`src/rtl/be_lane_pkg.sv`:
```
package be_lane_pkg;

    typedef enum logic [1:0] {
        SZ_BYTE = 2'b00,
        SZ_HALF = 2'b01,
        SZ_WORD = 2'b10,
        SZ_RSVD = 2'b11
    } acc_size_e;

    typedef enum logic {
        LS_IDLE    = 1'b0,
        LS_CAPTURE = 1'b1
    } ls_state_e;

endpackage

```
`src/rtl/be_align_check.sv`:
```
module be_align_check
    import be_lane_pkg::*;
#(
    parameter int OFF_W = 2
) (
    input  acc_size_e          size,
    input  logic [OFF_W-1:0]   off,
    output logic               bad
);
    always_comb begin
        case (size)
            SZ_BYTE: bad = 1'b0;
            SZ_HALF: bad = off[0];
            SZ_WORD: bad = (off != '0);
            default: bad = 1'b1;
        endcase
    end
endmodule

```
`src/rtl/be_store_steer.sv`:
```
module be_store_steer
    import be_lane_pkg::*;
#(
    parameter int LANES = 4,
    parameter int OFF_W = $clog2(LANES),
    parameter int DW    = 8 * LANES
) (
    input  acc_size_e          size,
    input  logic [OFF_W-1:0]   off,
    input  logic [DW-1:0]      src,
    output logic [LANES-1:0]   strb,
    output logic [DW-1:0]      data
);
    for (genvar i = 0; i < LANES; i++) begin : g_lane
        localparam logic [OFF_W-1:0] LOFF = OFF_W'(LANES - 1 - i);
        logic       l_en;
        logic [7:0] l_byte;
        always_comb begin
            case (size)
                SZ_BYTE: begin
                    l_en   = (off == LOFF);
                    l_byte = src[7:0];
                end
                SZ_HALF: begin
                    l_en   = (off[OFF_W-1:1] == LOFF[OFF_W-1:1]);
                    l_byte = LOFF[0] ? src[7:0] : src[15:8];
                end
                default: begin
                    l_en   = 1'b1;
                    l_byte = src[8*i +: 8];
                end
            endcase
        end
        assign strb[i]        = l_en;
        assign data[8*i +: 8] = l_byte;
    end
endmodule

```
`src/rtl/be_load_extract.sv`:
```
module be_load_extract
    import be_lane_pkg::*;
#(
    parameter int LANES = 4,
    parameter int OFF_W = $clog2(LANES),
    parameter int DW    = 8 * LANES
) (
    input  acc_size_e          size,
    input  logic [OFF_W-1:0]   off,
    input  logic               uns,
    input  logic [DW-1:0]      word,
    output logic [DW-1:0]      value
);
    logic [DW-1:0] sh_b;
    logic [DW-1:0] sh_h;
    logic [7:0]    b_v;
    logic [15:0]   h_v;
    logic          fill;

    always_comb begin
        sh_b  = word >> (8 * (LANES - 1 - int'(off)));
        sh_h  = word >> (8 * (LANES - 2 - int'({off[OFF_W-1:1], 1'b0})));
        b_v   = sh_b[7:0];
        h_v   = sh_h[15:0];
        fill  = 1'b0;
        case (size)
            SZ_BYTE: begin
                fill  = ~uns & b_v[7];
                value = {{(DW-8){fill}}, b_v};
            end
            SZ_HALF: begin
                fill  = ~uns & h_v[15];
                value = {{(DW-16){fill}}, h_v};
            end
            default: value = word;
        endcase
    end
endmodule

```
`src/rtl/be_lane_unit.sv`:
```
module be_lane_unit
    import be_lane_pkg::*;
#(
    parameter int DATA_W = 32
) (
    input  logic                    clk,
    input  logic                    rst_n,
    input  logic                    req_valid,
    input  logic                    req_write,
    input  logic [1:0]              req_size,
    input  logic                    req_unsigned,
    input  logic [1:0]              req_off,
    input  logic [DATA_W-1:0]       req_wdata,
    input  logic [DATA_W-1:0]       mem_rdata,
    output logic [DATA_W/8-1:0]     mem_wstrb,
    output logic [DATA_W-1:0]       mem_wdata,
    output logic                    misalign,
    output logic                    ld_valid,
    output logic [DATA_W-1:0]       ld_data
);
    localparam int LANES = DATA_W / 8;
    localparam int OFF_W = $clog2(LANES);

    acc_size_e          size_in;
    logic               mis_now;
    logic               load_go;
    logic [LANES-1:0]   strb_c;
    logic [DATA_W-1:0]  wdat_c;
    logic [DATA_W-1:0]  ext_c;

    ls_state_e          state_q, state_d;
    acc_size_e          cap_size_q;
    logic [OFF_W-1:0]   cap_off_q;
    logic               cap_uns_q;

    assign size_in = acc_size_e'(req_size);
    assign load_go = req_valid & ~req_write & ~mis_now;

    be_align_check #(.OFF_W(OFF_W)) u_align (
        .size (size_in),
        .off  (req_off),
        .bad  (mis_now)
    );

    be_store_steer #(.LANES(LANES), .OFF_W(OFF_W), .DW(DATA_W)) u_steer (
        .size (size_in),
        .off  (req_off),
        .src  (req_wdata),
        .strb (strb_c),
        .data (wdat_c)
    );

    be_load_extract #(.LANES(LANES), .OFF_W(OFF_W), .DW(DATA_W)) u_extract (
        .size  (cap_size_q),
        .off   (cap_off_q),
        .uns   (cap_uns_q),
        .word  (mem_rdata),
        .value (ext_c)
    );

    always_comb begin
        state_d = state_q;
        unique case (state_q)
            LS_IDLE:    state_d = load_go ? LS_CAPTURE : LS_IDLE;
            LS_CAPTURE: state_d = load_go ? LS_CAPTURE : LS_IDLE;
        endcase
    end

    always_ff @(posedge clk or negedge rst_n) begin
        if (!rst_n) begin
            state_q    <= LS_IDLE;
            cap_size_q <= SZ_BYTE;
            cap_off_q  <= '0;
            cap_uns_q  <= 1'b0;
        end else begin
            state_q <= state_d;
            if (load_go) begin
                cap_size_q <= size_in;
                cap_off_q  <= req_off;
                cap_uns_q  <= req_unsigned;
            end
        end
    end

    always_ff @(posedge clk or negedge rst_n) begin
        if (!rst_n) begin
            mem_wstrb <= '0;
            mem_wdata <= '0;
            misalign  <= 1'b0;
            ld_valid  <= 1'b0;
            ld_data   <= '0;
        end else begin
            mem_wstrb <= (req_valid && req_write && !mis_now) ? strb_c : '0;
            if (req_valid && req_write) mem_wdata <= wdat_c;
            misalign  <= req_valid & mis_now;
            ld_valid  <= (state_q == LS_CAPTURE);
            if (state_q == LS_CAPTURE) ld_data <= ext_c;
        end
    end
endmodule

```
`config.mk`:
```
export PLATFORM = sky130hd
export DESIGN_NAME = be_lane_unit
export DESIGN_NICKNAME = d
export VERILOG_FILES = /design/src/rtl/be_lane_pkg.sv /design/src/rtl/be_align_check.sv /design/src/rtl/be_store_steer.sv /design/src/rtl/be_load_extract.sv /design/src/rtl/be_lane_unit.sv
export SDC_FILE = /design/constraint.sdc
export NUM_CORES = 1
export LEC_CHECK = 0
export BUFFER_PORTS_ARGS = -buffer_cell sky130_fd_sc_hd__buf_2
export CORE_MARGIN = 2
export CORE_UTILIZATION = 53
export CTS_CLUSTER_DIAMETER = 150
export CTS_CLUSTER_SIZE = 24
export DETAILED_ROUTE_END_ITERATION = 8
export PLACE_DENSITY_LB_ADDON = 0.3
export SYNTH_ARGS = -nofsm -noshare
export SYNTH_HDL_FRONTEND = slang
export SYNTH_SLANG_ARGS = --single-unit
```
`constraint.sdc`:
```
create_clock -name clk -period 3.5 [get_ports clk]
set_input_delay 0.525 -clock clk [delete_from_list [all_inputs] [get_ports clk]]
set_output_delay 0.525 -clock clk [all_outputs]
set_load 0.01 [all_outputs]
```
==> flow_metrics.tcl <==
set metrics [dict create \
    slew_headroom_pct 30.5 \
    viasPerCell 5.51 \
    pwr-share-seq_pct 46.2 \
    grt_start_max_net_pins 77 \
    design.core.area_sq_um 6790 \
    pwr-share-comb_pct 28.9 \
    maxSlewViolCount 0 \
    cts-resized-gates 0 \
    cts.path.max_buffers 2 \
    dp_hpwl_um 6670 \
    end_kind "flip-flop" \
    gr-usage-met1_pct 31.5 \
    p_clk_share_pct 24.9 \
    path_max_fanout 68 \
    synthArstFlopShare_pct 100 \
    worst_pin_slew_ns 1.04 \
    grt_pass1_wl_um 14800 \
    startpoint "state_q" \
    worstPathRequired_ns 3.75 \
    areaGrowthSynthToFinish_pct 24.7 \
    numPortBuffers 142 \
    dpl.cell_count 557 \
    status "finished, final reports clean" \
    die_x_um 87.8 \
    synthDominantCellAreaShare_pct 51.1 \
    maxCapViolCount 0 \
    p_leak_nw 2.27 \
    grt_overflow 0 \
    cts_root_buffer "clkbuf_8" \
    clock_latency_ns 0.35 \
    setup_violations 0 \
    ys_top_cells_by_count "dfrtp_1, nand2_1, o21ai_0" \
    whs_ns 0.308 \
    synth_most_common_cell "dfrtp_1" \
    yosys.area.top_type "dfrtp_1" \
    hold_viol_final 0 \
    antenna_left 0 \
    initial_utilization_pct 54.8 \
    fmaxAchievable_mhz 477 \
    antenna_cells 0 \
    cts_made_buffers 9 \
    synth_seq_cells 76 \
    io_pins 143 \
    cp.arrival_ns 2.35 \
    intPower_mw 1.80 \
    met3_usage_pct 6.31 \
    r2r-start "state_q" \
    synthFlopType "dfrtp_1" \
    final.setup_skew_ns 0.00953 \
    cts_tree "yes" \
    critPathLaunchType "flip-flop" \
    wl_per_cell_um 16.4 \
    die-height_um 87.8 \
    fin_crit_sh_pct 59.9 \
    cts_setup_buffers 0 \
    min_path_type "in2async" \
    ys_types 34 \
    crit_type "reg2reg" \
    met2_usage_pct 40.8 \
    yosysWarnings 0 \
    worst-r2r-cell-count 3 \
    syn_area_sq_um 3720 \
    fin_cells 573 \
    rsz0062_at_grt "false" \
    drive_gt1_share_pct 40.7 \
    seq_area_frac_synth_pct 51.1 \
    syn_nets 417 \
    finalSetupTns_ns 0 \
    fp.dieArea_sq_um 7710 \
    antenna_found_initial 0 \
    synthTopCellsByArea "dfrtp_1, mux2_2, mux2i_1, o21ai_0, o221ai_1" \
    grt_pass1_vias 3100 \
    synth.avg_cell_area_sq_um 10.8 \
    finalCriticalPeriod_ns 2.10 \
    drtIter0Drc 195 \
    globalRouteTotalUtil_pct 25.0 \
    num_vias 3155 \
    cts_hold_buf 0 \
    htree_levels 3 \
    wl_um 9390 \
    drc 0 \
    dr.pass1.iters 4 \
    synth-edff-count 0 \
    path_clk_slew_ns 0.08 \
    gp_congestion 0.881 \
    rows 30 \
    grt_busiest_layer "met2" \
    netlist_instances 344 \
    cts_sinks 76 \
    p_sw_share_pct 32.9 \
    vdd_drop_max_mv 0.257 \
    p_switching_uw 880 \
    power_density_nw_per_um2 576 \
    nets 545 \
]
## cell type report
class                      instances  area, sq um
tap                               96          120
inverter                          17         63.8
fill                             547         2150
timing repair buffer             144          728
multi-input combinational        224         1630
clock buffer                      12          145
sequential                        76         1900
clock inverter                     4         48.8
## registers in the layout, indices dropped and copies added, names as in the netlist
signal and count:
misalign 1, ld_data 32, cap_off_q 2, mem_wdata 32
state_q 1, ld_valid 1, cap_uns_q 1, cap_size_q 2
mem_wstrb 4
## critical path, stage by stage (launching register included)
cell	delay [ns]
dfrtp_2	1.06
nand2b_1	0.24
or2_2	0.48
o221ai_1	0.21
## stage by stage
step                util, %  area, sq um  total power, mW  worst slack [ns]
global route           68.3         4640             2.83              1.20
CTS                    68.3         4640             2.70              1.41
global placement       65.5         4450             2.00              1.48
detailed placement     65.5         4450             2.03              1.43
floorplan                 -         3720             1.69              1.89
finish                 68.3         4640             2.68              1.40
## placed cells by master (no fill, tap or decap), types with 3 or more instances in the layout
| cell | synthesis | layout |
|---|---|---|
| buf_2 | 7 | 141 |
| nor3_1 | 5 | 5 |
| inv_1 | 17 | 17 |
| nand2_1 | 35 | 35 |
| mux2_2 | 25 | 25 |
| mux2i_1 | 24 | 24 |
| o221ai_1 | 16 | 16 |
| mux2_4 | 5 | 5 |
| nor2_1 | 4 | 4 |
| o21ai_0 | 35 | 35 |
| dfrtp_1 | 76 | 75 |
| a221o_1 | 7 | 7 |
| nand3b_1 | 8 | 8 |
| nand3_1 | 16 | 16 |
| a21oi_1 | 10 | 10 |
| a32o_1 | 7 | 7 |
| buf_4 | 0 | 3 |
| nor3b_1 | 3 | 3 |
| clkbuf_8 | 0 | 10 |
| nor2b_1 | 9 | 9 |
## routing by layer
| layer | share of wire, % | wire length, um |
|---|---|---|
| met5 | 0 | 0 |
| met4 | 2.7 | 253 |
| met3 | 8.5 | 798 |
| met2 | 48 | 4490 |
| met1 | 41 | 3850 |
## logic make-up after synthesis
group | after synthesis | synth area share (%)
AO/OA/AOI/OAI | 82 | 15.4
XOR/XNOR | 1 | 0.235
AND/OR/NAND/NOR | 86 | 11.5
buffers and inverters | 44 | 5.08
multiplexers | 55 | 16.6
flip-flops | 76 | 51.1
## power by group through the flow
stage	logic [mW]	registers (mW)	clock network, mW
floorplan	0.405	1.28	0
global placement	0.753	1.25	0
detailed placement	0.778	1.25	0
CTS	0.779	1.24	0.680
global route	0.854	1.26	0.716
finish	0.772	1.24	0.667
## final timing paths
kind | end | slack (ns)
hold / removal | ld_data[17] | 0.31
setup / recovery | ld_data[25] | 1.40
hold reg to reg | mem_wdata[13] | 0.48
max in group asynchronous | state_q | 2.52
setup reg to reg | ld_data[25] | 1.40
min in group clk | mem_wstrb[2] | 0.41
No activity file was read; power rests on OpenSTA's default activity.
